$ cat config.mk
export PLATFORM = sky130hd
export DESIGN_NAME = downcount_timer
export DESIGN_NICKNAME = d
export VERILOG_FILES = /design/src/rtl/tmr_pkg.sv /design/src/rtl/tmr_prescale.sv /design/src/rtl/tmr_channel.sv /design/src/rtl/downcount_timer.sv
export SDC_FILE = /design/constraint.sdc
export NUM_CORES = 1
export LEC_CHECK = 0
export BUFFER_PORTS_ARGS = -buffer_cell sky130_fd_sc_hd__buf_4
export CAP_MARGIN = 0
export CORE_ASPECT_RATIO = 0.6
export CORE_MARGIN = 4
export CORE_UTILIZATION = 35
export CTS_CLUSTER_DIAMETER = 60
export DETAILED_ROUTE_END_ITERATION = 10
export SYNTH_ARGS = -nofsm -noshare
export SYNTH_HDL_FRONTEND = slang
export SYNTH_SLANG_ARGS = --single-unit
export TNS_END_PERCENT = 20
$ cat constraint.sdc
create_clock -name clk -period 3.7 [get_ports clk]
set_input_delay 0.37 -clock clk [delete_from_list [all_inputs] [get_ports clk]]
set_output_delay 0.37 -clock clk [all_outputs]
set_load 0.03 [all_outputs]
$ cat src/rtl/tmr_pkg.sv
package tmr_pkg;

    typedef enum logic [1:0] {
        CH_IDLE  = 2'd0,
        CH_RUN   = 2'd1,
        CH_DRAIN = 2'd2
    } ch_state_e;

    localparam int unsigned OFS_IRQ_EN = 32'h00;
    localparam int unsigned OFS_IRQ_ST = 32'h04;
    localparam int unsigned CH_BASE    = 32'h10;
    localparam int unsigned CH_STRIDE  = 32'h20;
    localparam int unsigned OFS_CTL    = 32'h00;
    localparam int unsigned OFS_IVL_LO = 32'h04;
    localparam int unsigned OFS_IVL_HI = 32'h08;
    localparam int unsigned OFS_CNT_LO = 32'h0C;
    localparam int unsigned OFS_CNT_HI = 32'h10;

    localparam int CTL_EN_BIT  = 0;
    localparam int CTL_RLD_BIT = 1;
    localparam int CTL_PS_LSB  = 4;
    localparam int CTL_OS_BIT  = 7;

    typedef struct packed {
        logic       oneshot;
        logic [2:0] psel;
        logic       enable;
    } ctl_t;

endpackage

$ cat src/rtl/tmr_prescale.sv
module tmr_prescale #(
    parameter int PS_W = 3
) (
    input  logic            clk,
    input  logic            rst_n,
    input  logic            clear,
    input  logic            active,
    input  logic            tick_en,
    input  logic [PS_W-1:0] sel,
    output logic            pulse
);
    localparam int DIV_W = (2 ** PS_W) - 1;

    logic [DIV_W-1:0] div_cnt;
    logic [DIV_W-1:0] mask;

    always_comb begin
        for (int b = 0; b < DIV_W; b++) begin
            mask[b] = (b < int'(sel));
        end
    end

    assign pulse = tick_en && active && ((div_cnt & mask) == mask);

    always_ff @(posedge clk) begin
        if (!rst_n || clear) begin
            div_cnt <= '0;
        end else if (tick_en && active) begin
            div_cnt <= div_cnt + 1'b1;
        end
    end
endmodule

$ cat src/rtl/tmr_channel.sv
module tmr_channel
    import tmr_pkg::*;
#(
    parameter int DW    = 32,
    parameter int CNT_W = 64,
    parameter int PS_W  = 3,
    parameter int LAG   = 2
) (
    input  logic             clk,
    input  logic             rst_n,
    input  logic             tick_en,
    input  logic             ctl_we,
    input  logic             ivl_lo_we,
    input  logic             ivl_hi_we,
    input  logic [DW-1:0]    wdata,
    output ctl_t             ctl_q,
    output logic [CNT_W-1:0] ivl_q,
    output logic [CNT_W-1:0] count_q,
    output logic             expire,
    output logic             running
);
    localparam int HI_W  = CNT_W - DW;
    localparam int LAG_W = $clog2(LAG + 1);

    ch_state_e        state, nxt;
    logic [LAG_W-1:0] lag_q;
    logic             ps_tick;
    logic             at_end;
    logic             wr_on;
    logic             wr_off;
    logic             os_stop;

    assign wr_on   = ctl_we &&  wdata[CTL_EN_BIT];
    assign wr_off  = ctl_we && !wdata[CTL_EN_BIT];
    assign at_end  = (count_q <= CNT_W'(1));
    assign expire  = ps_tick && at_end;
    assign os_stop = expire && ctl_q.oneshot;
    assign running = (state != CH_IDLE);

    tmr_prescale #(.PS_W(PS_W)) u_ps (
        .clk    (clk),
        .rst_n  (rst_n),
        .clear  ((state == CH_IDLE) && (nxt == CH_RUN)),
        .active (state != CH_IDLE),
        .tick_en(tick_en),
        .sel    (ctl_q.psel),
        .pulse  (ps_tick)
    );

    // next-state logic
    always_comb begin
        nxt = state;
        unique case (state)
            CH_IDLE: begin
                if (wr_on) nxt = CH_RUN;
            end
            CH_RUN: begin
                if (os_stop)     nxt = CH_IDLE;
                else if (wr_off) nxt = CH_DRAIN;
            end
            CH_DRAIN: begin
                if (os_stop)                                nxt = CH_IDLE;
                else if (wr_on)                             nxt = CH_RUN;
                else if (tick_en && lag_q == LAG_W'(1))     nxt = CH_IDLE;
            end
            default: nxt = CH_IDLE;
        endcase
    end

    // state register
    always_ff @(posedge clk) begin
        if (!rst_n) state <= CH_IDLE;
        else        state <= nxt;
    end

    // datapath and output registers
    always_ff @(posedge clk) begin
        if (!rst_n) begin
            ctl_q   <= '0;
            ivl_q   <= '0;
            count_q <= '0;
            lag_q   <= '0;
        end else begin
            if (ivl_lo_we) ivl_q[DW-1:0]    <= wdata;
            if (ivl_hi_we) ivl_q[CNT_W-1:DW] <= wdata[HI_W-1:0];

            if (ctl_we) begin
                ctl_q.enable  <= wdata[CTL_EN_BIT];
                ctl_q.psel    <= wdata[CTL_PS_LSB +: 3];
                ctl_q.oneshot <= wdata[CTL_OS_BIT];
            end
            if (os_stop) ctl_q.enable <= 1'b0;

            if (ctl_we && wdata[CTL_RLD_BIT]) count_q <= ivl_q;
            else if (expire)                  count_q <= ctl_q.oneshot ? '0 : ivl_q;
            else if (ps_tick)                 count_q <= count_q - 1'b1;

            if (state == CH_RUN && nxt == CH_DRAIN)    lag_q <= LAG_W'(LAG);
            else if (state == CH_DRAIN && tick_en)     lag_q <= lag_q - 1'b1;
        end
    end
endmodule

$ cat src/rtl/downcount_timer.sv
module downcount_timer
    import tmr_pkg::*;
#(
    parameter int NUM_CH   = 2,
    parameter int AW       = 8,
    parameter int DW       = 32,
    parameter int CNT_W    = 64,
    parameter int PS_W     = 3,
    parameter int STOP_LAG = 2
) (
    input  logic          clk,
    input  logic          rst_n,
    input  logic          tick_en,
    input  logic          bus_valid,
    input  logic          bus_write,
    input  logic [AW-1:0] bus_addr,
    input  logic [DW-1:0] bus_wdata,
    output logic [DW-1:0] bus_rdata,
    output logic          irq
);
    localparam int HI_W = CNT_W - DW;

    logic             wr_cyc, rd_cyc;
    logic [NUM_CH-1:0] irq_en, irq_status;
    logic [NUM_CH-1:0] ch_expire, ch_oneshot, ch_running;
    logic [NUM_CH-1:0] ch_hit;
    logic [DW-1:0]     ch_word [NUM_CH];
    logic              st_wr;

    assign wr_cyc = bus_valid &&  bus_write;
    assign rd_cyc = bus_valid && !bus_write;
    assign st_wr  = wr_cyc && (bus_addr == AW'(OFS_IRQ_ST));

    for (genvar i = 0; i < NUM_CH; i++) begin : g_ch
        localparam int unsigned BASE = CH_BASE + CH_STRIDE * i;

        ctl_t             ctl;
        logic [CNT_W-1:0] ivl, cnt;
        logic [HI_W-1:0]  shadow_hi;
        logic             a_ctl, a_il, a_ih, a_cl, a_ch;

        assign a_ctl = (bus_addr == AW'(BASE + OFS_CTL));
        assign a_il  = (bus_addr == AW'(BASE + OFS_IVL_LO));
        assign a_ih  = (bus_addr == AW'(BASE + OFS_IVL_HI));
        assign a_cl  = (bus_addr == AW'(BASE + OFS_CNT_LO));
        assign a_ch  = (bus_addr == AW'(BASE + OFS_CNT_HI));

        tmr_channel #(
            .DW(DW), .CNT_W(CNT_W), .PS_W(PS_W), .LAG(STOP_LAG)
        ) u_ch (
            .clk      (clk),
            .rst_n    (rst_n),
            .tick_en  (tick_en),
            .ctl_we   (wr_cyc && a_ctl),
            .ivl_lo_we(wr_cyc && a_il),
            .ivl_hi_we(wr_cyc && a_ih),
            .wdata    (bus_wdata),
            .ctl_q    (ctl),
            .ivl_q    (ivl),
            .count_q  (cnt),
            .expire   (ch_expire[i]),
            .running  (ch_running[i])
        );

        assign ch_oneshot[i] = ctl.oneshot;

        always_ff @(posedge clk) begin
            if (!rst_n)               shadow_hi <= '0;
            else if (rd_cyc && a_cl)  shadow_hi <= cnt[CNT_W-1:DW];
        end

        assign ch_hit[i] = a_ctl | a_il | a_ih | a_cl | a_ch;

        always_comb begin
            ch_word[i] = '0;
            if (a_ctl) begin
                ch_word[i][CTL_EN_BIT]         = ctl.enable;
                ch_word[i][CTL_PS_LSB +: 3]    = ctl.psel;
                ch_word[i][CTL_OS_BIT]         = ctl.oneshot;
            end
            else if (a_il) ch_word[i]         = ivl[DW-1:0];
            else if (a_ih) ch_word[i][HI_W-1:0] = ivl[CNT_W-1:DW];
            else if (a_cl) ch_word[i]         = cnt[DW-1:0];
            else if (a_ch) ch_word[i][HI_W-1:0] = shadow_hi;
        end
    end

    // shared enable and pending words
    always_ff @(posedge clk) begin
        if (!rst_n) begin
            irq_en     <= '0;
            irq_status <= '0;
        end else begin
            if (wr_cyc && bus_addr == AW'(OFS_IRQ_EN)) irq_en <= bus_wdata[NUM_CH-1:0];
            for (int i = 0; i < NUM_CH; i++) begin
                if (ch_expire[i])                  irq_status[i] <= 1'b1;
                else if (st_wr && bus_wdata[i])    irq_status[i] <= 1'b0;
            end
        end
    end

    assign irq = |(irq_status & irq_en);

    always_comb begin
        bus_rdata = '0;
        if (bus_addr == AW'(OFS_IRQ_EN))      bus_rdata[NUM_CH-1:0] = irq_en;
        else if (bus_addr == AW'(OFS_IRQ_ST)) bus_rdata[NUM_CH-1:0] = irq_status;
        else begin
            for (int i = 0; i < NUM_CH; i++) begin
                if (ch_hit[i]) bus_rdata = ch_word[i];
            end
        end
    end
endmodule

**Word level (Yosys, flattened, before mapping)**

Index checks and enable logic that the tools add are counted.
Widths: inputs -> output; s select.

- Bits in registers: 356
- Logic and storage cells: 191

- Add/sub/neg operators: 6
- Magnitude comparators: 16
- Equality and inequality tests: 23
- Mux-type cells: 52
- Bitwise operators: 12
- Reductions and logical operators: 57

Operators with widths:

| kind | number |
|---|---|
| $mux 64 | 8 |
| $mux 32 | 10 |
| $le 64x1->1 const B | 2 |
| $sub 64x1->64 const B | 2 |
| $mux 30 | 2 |
| $mux 24 | 2 |
| $eq 8x6->1 const B | 5 |
| $logic_and 1x1->1 | 36 |
| $mux 2 | 18 |
| $eq 8x5->1 const B | 4 |
| $lt 3x3->1 const A | 6 |
| $add 7x1->7 const B | 2 |
| $and 7x7->7 | 2 |
| $eq 7x7->1 | 2 |
| $eq 2x1->1 const B | 6 |
| $lt 1x3->1 const A | 4 |
| $lt 2x3->1 const A | 4 |
| $pmux 2 s3 | 2 |
| $reduce_bool 2->1 | 6 |
| $reduce_or 2->1 | 5 |
| $eq 2x2->1 const B | 4 |
| $eq 8x3->1 const B | 1 |
| $eq 8x7->1 const B | 1 |
| $logic_not 8->1 | 1 |
| other kinds (11) | 31 |

**Longest topological paths before layout**

Gate-level depths: netlist (run 1).

- Depth after elaboration: 11
- Mapped depth: 14
- Gate-level depth less buffers: 10

**By module**

Synthesis (run 1) repeated with hierarchy kept, for this count alone.

- Cells, all modules: 2547
- Area, all modules: 19885.3 um^2

Modules (own cells, without submodules):

| module | instances | cells an instance | area each (um^2) |
|---|---|---|---|
| tmr_channel at g_ch[1].u_ch | 1 | 814 | 7051.8 |
| tmr_channel at g_ch[0].u_ch | 1 | 841 | 7034.2 |
| downcount_timer | 1 | 804 | 5102.4 |
| tmr_prescale at g_ch[1].u_ch.u_ps | 1 | 44 | 350.3 |
| tmr_prescale at g_ch[0].u_ch.u_ps | 1 | 44 | 346.6 |

**Worst setup path before layout (run 1)**

No wires, ideal clock.

- Kind: input to output
- Start point: in bus_addr[2]
- End point: out bus_rdata[0]
- Arrival time: 3.064 ns
- Required time: 3.330 ns
- Slack: 0.266 ns
- Cell stages on the path: 10
- Buffers on the path: 3
- Cells stage by stage: clkbuf_1 or2_2 clkbuf_1 or4b_2 nor3b_1 clkbuf_1 o21ai_0 a21oi_1 nor2_1 nor2_1

- Longest elaborated chain between the ends: 10
- Elaborated cells on any way between the ends: 34
- Those cells by class: 11 x eq/ne; 14 x mux; 8 x bitwise; 1 x reduce/logical

Ends and longest elaborated chain:

| element | RTL line | source |
|---|---|---|
| start, declared | downcount_timer.sv:16 | `input logic [AW-1:0] bus_addr,` |
| $eq 8x6->1 | downcount_timer.sv:46 | `assign a_ch = (bus_addr == AW'(BASE + OFS_CNT_HI));` |
| $mux 32 | downcount_timer.sv:84 | `else if (a_ch) ch_word[i][HI_W-1:0] = shadow_hi;` |
| $mux 32 | downcount_timer.sv:83 | `else if (a_cl) ch_word[i] = cnt[DW-1:0];` |
| $mux 32 | downcount_timer.sv:82 | `else if (a_ih) ch_word[i][HI_W-1:0] = ivl[CNT_W-1:DW];` |
| $mux 32 | downcount_timer.sv:81 | `else if (a_il) ch_word[i] = ivl[DW-1:0];` |
| $mux 1 | downcount_timer.sv:76 | `if (a_ctl) begin` |
| $mux 32 (2 in a row) | downcount_timer.sv:110 | `if (ch_hit[i]) bus_rdata = ch_word[i];` |
| $mux 2 | downcount_timer.sv:107 | `else if (bus_addr == AW'(OFS_IRQ_ST)) bus_rdata[NUM_CH-1:0] = irq_status;` |
| $mux 2 * | downcount_timer.sv:106 | `if (bus_addr == AW'(OFS_IRQ_EN)) bus_rdata[NUM_CH-1:0] = irq_en;` |
| end, declared | downcount_timer.sv:18 | `output logic [DW-1:0] bus_rdata,` |

Every way passes the cells marked *; elsewhere a longest branch is shown, timed or not.

**Worst setup path in the final report (run 1)**

- Start point: reg g_ch[1].u_ch.count_q[32]
- End point: reg g_ch[1].u_ch.count_q[39]

- Longest elaborated chain between the ends: 4
- Elaborated cells on any way between the ends: 7
- Those cells by class: 1 x add/sub; 1 x order compare; 3 x mux; 2 x reduce/logical

Ends and longest elaborated chain:

| element | RTL line | source |
|---|---|---|
| start, declared | tmr_channel.sv:18 | `output logic [CNT_W-1:0] count_q,` |
| start signal, assigned | tmr_channel.sv:94 | `if (ctl_we && wdata[CTL_RLD_BIT]) count_q <= ivl_q;` |
| start signal, assigned | tmr_channel.sv:95 | `else if (expire) count_q <= ctl_q.oneshot ? '0 : ivl_q;` |
| start signal, assigned | tmr_channel.sv:96 | `else if (ps_tick) count_q <= count_q - 1'b1;` |
| $sub 64x1->64 or $le 64x1->1 (tied branches) | tmr_channel.sv:96, tmr_channel.sv:35 |  |
| $mux 64 or $logic_and 1x1->1 (tied branches) | tmr_channel.sv:96, tmr_channel.sv:36 |  |
| $mux 64 | tmr_channel.sv:95 |  |
| $mux 64 | tmr_channel.sv:94 |  |

Parallel ways exist; a longest one is shown, timed or not. The select of a mux whose other input is x is not followed.
A chain may end at the register's enable or synchronous reset.

==> qor.yml, run 1 <==
status: "complete, no violations"
cts_resized: 0
syn-cell-area_um2: 17560
dieWidth_um: 297.2
synth-seq-area-share: 0.4059
synth.net_count: 2399
via_per_inst: 6.349
numPortBuffers: 77
p_switching_mw: 1.893
ys_ff_latch: 356
slew_viol_final: 0
crit_type: "reg -> reg"
hold_path_end: "g_ch[1].u_ch.ivl_q[23]"
coreArea_um2: 49500
crit_required_ps: 4150
chipHeight_um: 181.5
antennaDiodeCount: 0
maxCapViolCount: 0
track_usage: 0.2896
gp_congestion: 1.025
ys_warn_count: 0
synth.distinct_cells: 75
hpwl_mm: 58.44
grt_max_degree: 163
fp-row-count: 63
hp-class: "in -> reg"
syn_area_per_cell_um2: 7.485
syn_inst: 2346
tns_ps: 0
drtIter0Drc: 2952
holdPathStages: 3
arrival_ps: 4070
setup_ws_ps: 79.24
start_util: 0.3547
pwr-share-comb: 0.030
dieArea_um2: 53940
synth_most_common_cell: "nand2_1"
clk_path_buf_depth: 3
overflow: 0
synth_edf_count: 0
antenna_found_initial: 1
power.density_nw_per_um2: 403.8
fin_crit_ps: 3621
worstSkewPairLatency_ps: 550
p_int_mw: 6.395
r2r_cells: 9
fin_worst_skew_ps: 22.13
tritoncts: "built"
drtAntennaViolNets: 0
synth_top_cell_by_area: "dfxtp_1"
relSlewSlack: 0.2019
area_delta_synth_final_pct: 16.89
leakage_nw: 7.509
cts_buffers: 38
cts_num_sinks: 356
io_pins: 78
worst_slew_pin_slew_ps: 1193
hold_viol: 0
r2r-end: "g_ch[1].u_ch.count_q[39]"
end_kind: "flip-flop"
critPathMaxFanout: 43
first_pass_iters: 9
post-route-period-util: 0.9786
reg2reg_setup_slack_ps: 80
cts_root_buffer: "clkbuf_16"
synth_area_leaders: "dfxtp_1 41%, nand2_1 12%, a21oi_1 8.3%"
switching_share: 0.2284
nNetsFinal: 2453
clk_pin_slew_ps: 70
synthFlopType: "dfxtp_1"
drive_above_1_share: 0.1153
h-tree-depth: 2
worstHoldStart: "bus_wdata[23]"
start_kind: "flip-flop"
hold_buffers: 0
wirelength_mm: 81.38
peakVddDrop_mv: 0.2763
detail_route.wl_per_cell_um: 26.44
dp_worst_setup_slack_ps: 336.0
synthTopCellsByCount: "563 x nand2_1, 356 x dfxtp_1, 290 x a21oi_1, 143 x clkbuf_1, 143 x nor2_1"
fillCellCount: 5100
max_freq_mhz: 276.2
yosysTopAreaCellShare: 0.4059
grt_first_pass_wirelength_mm: 119.4
grt_pass1_vias: 17870
async_flop_share: 0
power_frac_clock: 0.507
r2r_start: "g_ch[1].u_ch.count_q[32]"
drc: 0
rsz0062_at_grt: "false"
pwr-share-seq: 0.463
cts_setup_buffers: 0
vias: 19540
setup_viol: 0
cell usage in the layout (no fill, tap or decap), drive strengths merged, types with 6 or more instances in the layout:
cell type  Yosys  final
nand2        563    563
xnor2          9      9
o21ai        132    132
a31oi         18     18
ha             8      8
dfxtp        356    356
o31ai          9      9
nand4         19     19
o211ai        16     16
a22o          34     34
inv           20     21
a221o          9      9
a222oi        34     34
a211oi         6      6
o311ai         9      9
a22oi         27     27
a21o           9      9
and2          16     16
a32oi         26     26
nor2         143    143
nor4          38     38
clkbuf       145     54
a21oi        290    290
or3           34     34
nor3          84     84
or4           21     21
clkinv         0      7
and3           9      9
xor2          16     16
a221oi        39     39
buf           23    182
nand2b        10     10
nand3         96     96
or2           10     10
mux2i         12     12
area by class of cell:
| class | count | area (µm²) | area share |
|---|---|---|---|
| clock buffers | 54 | 1135 | 0.05529 |
| flip-flops and latches | 356 | 7127 | 0.3472 |
| multi-input cells | 1802 | 9702 | 0.4727 |
| well taps | 650 | 813.3 | 0.03962 |
| repair buffers | 182 | 1454 | 0.07083 |
| inverters | 20 | 82.58 | 0.004023 |
| clock inverters | 14 | 212.7 | 0.01036 |
state kept, by name, summed over array words and instances, names as in the netlist:
register	count
g_ch.u_ch.count_q	128
g_ch.u_ch.ivl_q	128
g_ch.shadow_hi	64
g_ch.u_ch.u_ps.div_cnt	14
g_ch.u_ch.ctl_q	10
g_ch.u_ch.lag_q	4
g_ch.u_ch.state	4
irq_en	2
irq_status	2
per-layer routing:
| metal | up-vias | wire (µm) | GRT usage |
|---|---|---|---|
| met1 | 9362 | 35420 | 0.4337 |
| met2 | 1384 | 31680 | 0.3983 |
| met4 | 2 | 2689 | 0.08269 |
| met5 | - | 11 | 0 |
| met3 | 169 | 11580 | 0.08305 |
| li1 | 8625 | - | - |
per-stage QoR:
step / hold WS, ps / std cells / total power [mW] / instance area [µm²] / utilization
after floorplan: 435.7 / 2346 / 4.022 / 17560 / -
after global placement: 447.1 / 3010 / 4.159 / 19180 / 0.3874
after detailed placement: 449.8 / 3010 / 4.160 / 19180 / 0.3874
after CTS: 80.90 / 3078 / 8.339 / 20530 / 0.4146
after global routing: 87.02 / 3078 / 8.519 / 20530 / 0.4146
final: 96.86 / 3078 / 8.288 / 20530 / 0.4146
cell families after synthesis:
family / count (synthesis) / share of synthesized area
AOI/OAI and AO/OA: 685 / 0.2478
xor gates and xnor gates: 25 / 0.01247
adders and majority gates: 8 / 0.005701
buffers and inverters: 188 / 0.04290
DFF: 356 / 0.4059
muxes: 12 / 0.006841
and+or+nand+nor: 1072 / 0.2785
worst max path at each step:
stage               cells past startpoint  slack (ps)                        to                      from
floorplan                              10         270              bus_rdata[0]               bus_addr[2]
global placement                        9         300  g_ch[1].u_ch.count_q[39]  g_ch[1].u_ch.count_q[32]
detailed placement                      9         340  g_ch[1].u_ch.count_q[39]  g_ch[1].u_ch.count_q[32]
CTS                                     9         290  g_ch[1].u_ch.count_q[39]  g_ch[1].u_ch.count_q[32]
global route                            9          70  g_ch[1].u_ch.count_q[39]  g_ch[1].u_ch.count_q[32]
finish                                  9          80  g_ch[1].u_ch.count_q[39]  g_ch[1].u_ch.count_q[32]
worst max-delay path, cell delays in order, from the launching register on:
cell     delay (ps)
dfxtp_1         370
or4_1           640
or2_2           410
nor2_1          430
nand4_4         300
o31ai_4         510
and2_1          260
buf_12          270
a32oi_1         140
o21ai_1         180
power by group through the flow:
stage                     combinational [mW]  sequential, mW  clock, mW
after floorplan                        0.102            3.92          0
after global placement                 0.238            3.92          0
after detailed placement               0.239            3.92          0
after CTS                              0.239            3.83       4.27
after global routing                   0.260            3.83       4.43
final                                  0.249            3.83       4.20
(Power assumes the default switching activity.)
==> run 2: changes to the inputs <==
- RECOVER_POWER: unset -> 25
==> run 2 against run 1 <==
  * The flow now finishes with violations (capacitance limit, slew limit)
  * Via count grew 0.20%
  * Non-clock buffer count unchanged
  * Final area down 0.30%
  * Worst hold slack about the same
  * Total power is essentially flat
  * Global-route usage did not move
  * Clock power about the same
  * Sequential share of layout area is 0.10 points higher
  * Worst setup slack improved by 23 ps
  * Sequential power barely moved
  * Critical path type unchanged
  * Critical endpoint unchanged
  * Highest routed layer unchanged
==> qor.yml, run 2 (synthesized netlist as in run 1, its figures left out) <==
status: "complete, but fails checks"
violations: "capacitance limit, slew limit"
dieWidth_um: 297.2  # unchanged
track_usage: 0.2896  # unchanged
p_switching_mw: 1.898  # +0.25%
grt_pass1_vias: 17870  # unchanged
grt_max_degree: 163  # unchanged
fin_worst_skew_ps: 20.69  # -1.438 ps
drive_above_1_share: 0.1124  # -0.002883
h-tree-depth: 2  # unchanged
final_cell_mix: "563 x nand2_1, 356 x dfxtp_1, 290 x a21oi_1"
cts_resized: 0  # unchanged
rsz0062_at_grt: "false"
clk_pin_slew_ps: 60  # about the same
pwr-share-comb: 0.030  # about the same
worstSkewPairLatency_ps: 550  # about the same
numPortBuffers: 77  # unchanged
final_common_cell: "nand2_1"
vias: 19580  # +0.20%
tns_ps: 0  # unchanged
power.total_mw: 8.290  # about the same
gp_congestion: 1.025  # unchanged
cts_num_sinks: 356  # unchanged
setup_viol: 0  # unchanged
place_area_um2: 19180  # unchanged
start_util: 0.3547  # unchanged
clk_path_buf_depth: 3  # unchanged
tritoncts: "built"
leakage_nw: 7.479  # -0.40%
via_per_inst: 6.362  # +0.20%
hpwl_mm: 58.44  # unchanged
dp_worst_setup_slack_ps: 336.0  # unchanged
switching_share: 0.2289  # +0.0005195
drc: 0  # unchanged
io_pins: 78  # unchanged
setup_ws_ps: 101.7  # +22.50 ps
area_delta_synth_final_pct: 16.55
crit_type: "reg -> reg"
hp-class: "in -> reg"
largestRegisters: "g_ch.u_ch.count_q x128, g_ch.u_ch.ivl_q x128, g_ch.shadow_hi x64"
start_kind: "flip-flop"
peakVddDrop_mv: 0.2809  # +1.7%
path_delay_family: "simple AND/OR/NAND/NOR gates"
stdcell_area_um2: 20460  # -0.30%
crit_required_ps: 4150  # about the same
ff_latch_area_um2: 7127  # unchanged
nNetsFinal: 2453  # unchanged
relSlewSlack: -0.3932  # -0.5951
hold_viol: 0  # unchanged
drtIter0Drc: 3044  # +3.1%
drtAntennaViolNets: 0  # unchanged
hold_buffers: 0  # unchanged
dieArea_um2: 53940  # unchanged
slowest_delay_ps: 640  # about the same
fp-row-count: 63  # unchanged
worstPathCellList: "or4_1 -> or2_2 -> nor2_1 -> nand4_4 -> o31ai_4 -> and2_1 -> buf_12 -> a32oi_1 -> o21ai_1"
arrival_ps: 4050  # -20 ps
grt_first_pass_wirelength_mm: 119.4  # unchanged
cts_root_buffer: "clkbuf_16"
coreArea_um2: 49500  # unchanged
cts_setup_buffers: 0  # unchanged
multi_input_area_um2: 9694  # about the same
wirelength_mm: 81.59  # +0.26%
crit_slowest_cell: "or4_1"
overflow: 0  # unchanged
antennaDiodeCount: 0  # unchanged
antenna_found_initial: 1  # unchanged
chipHeight_um: 181.5  # unchanged
power_frac_clock: 0.508  # about the same
p_int_mw: 6.393  # about the same
maxCapViolCount: 4  # +4
max_freq_mhz: 277.9  # +0.63%
cts_buffers: 38  # unchanged
fin_crit_ps: 3598  # -22.50 ps
cp.buffers_inverters: 1  # unchanged
worst_slew_pin_slew_ps: 2090  # +897.1 ps
fillCellCount: 5110  # +0.20%
pwr-share-seq: 0.462  # about the same
power.density_nw_per_um2: 405.1  # +0.32%
post-route-period-util: 0.9725  # -0.006082
end_kind: "flip-flop"
critPathMaxFanout: 43  # unchanged
detail_route.wl_per_cell_um: 26.51  # +0.26%
first_pass_iters: 8  # -1
slew_viol_final: 299  # +299
[run 2: changes by cell type in the layout (fill, tap and decap cells not counted), sizes merged]
cell	previous run	this run
buf	182	173
clkbuf	54	63
[run 2: final timing paths]
path,depth (start not counted),slack (ps),to,startpoint
setup reg to reg,9,100,g_ch[1].u_ch.count_q[39],g_ch[1].u_ch.count_q[32]
setup / recovery,9,100,g_ch[1].u_ch.count_q[39],g_ch[1].u_ch.count_q[32]
hold reg to reg,2,460,g_ch[1].shadow_hi[17],g_ch[1].shadow_hi[17]
hold / removal,3,100,g_ch[0].u_ch.ivl_q[15],bus_wdata[15]
[run 2: stage by stage]
step | hold WS, ps | utilization | instances
global route | 87.02 | 0.4134 | 3078
global placement | 447.1 | 0.3874 | 3010
detailed placement | 449.8 | 0.3874 | 3010
finish | 96.69 | 0.4134 | 3078
floorplan | 435.7 | - | 2346
CTS | 80.90 | 0.4146 | 3078
[run 2: worst reg2reg max path: stages (launching register included)]
cell     delay [ps]
dfxtp_1         370
or4_1           640
or2_2           410
nor2_1          430
nand4_4         290
o31ai_4         520
and2_1          260
buf_12          260
a32oi_1         160
o21ai_1         170
[run 2: metal layers]
| layer | track usage | vias to the layer above | part of all wire |
|---|---|---|---|
| met5 | 0 | - | 0.00013 |
| met4 | 0.08269 | 2 | 0.035 |
| met3 | 0.08305 | 182 | 0.14 |
| met2 | 0.3983 | 1443 | 0.38 |
| met1 | 0.4337 | 9331 | 0.44 |
| li1 | - | 8624 | - |
[run 2: cell type report]
type                            instances  share of cell area
Clock buffer                           54             0.05545
Clock inverter                         14             0.01039
Inverter                               20            0.004035
Multi-Input combinational cell       1802              0.4737
Sequential cell                       356              0.3483
Tap cell                              650             0.03974
Timing Repair Buffer                  182             0.06842
[run 2: power by group through the flow]
stage / clock, mW / sequential (mW) / combinational [mW]
global route: 4.43 / 3.83 / 0.257
floorplan: 0 / 3.92 / 0.102
detailed placement: 0 / 3.92 / 0.239
finish: 4.21 / 3.83 / 0.247
CTS: 4.27 / 3.83 / 0.239
global placement: 0 / 3.92 / 0.238
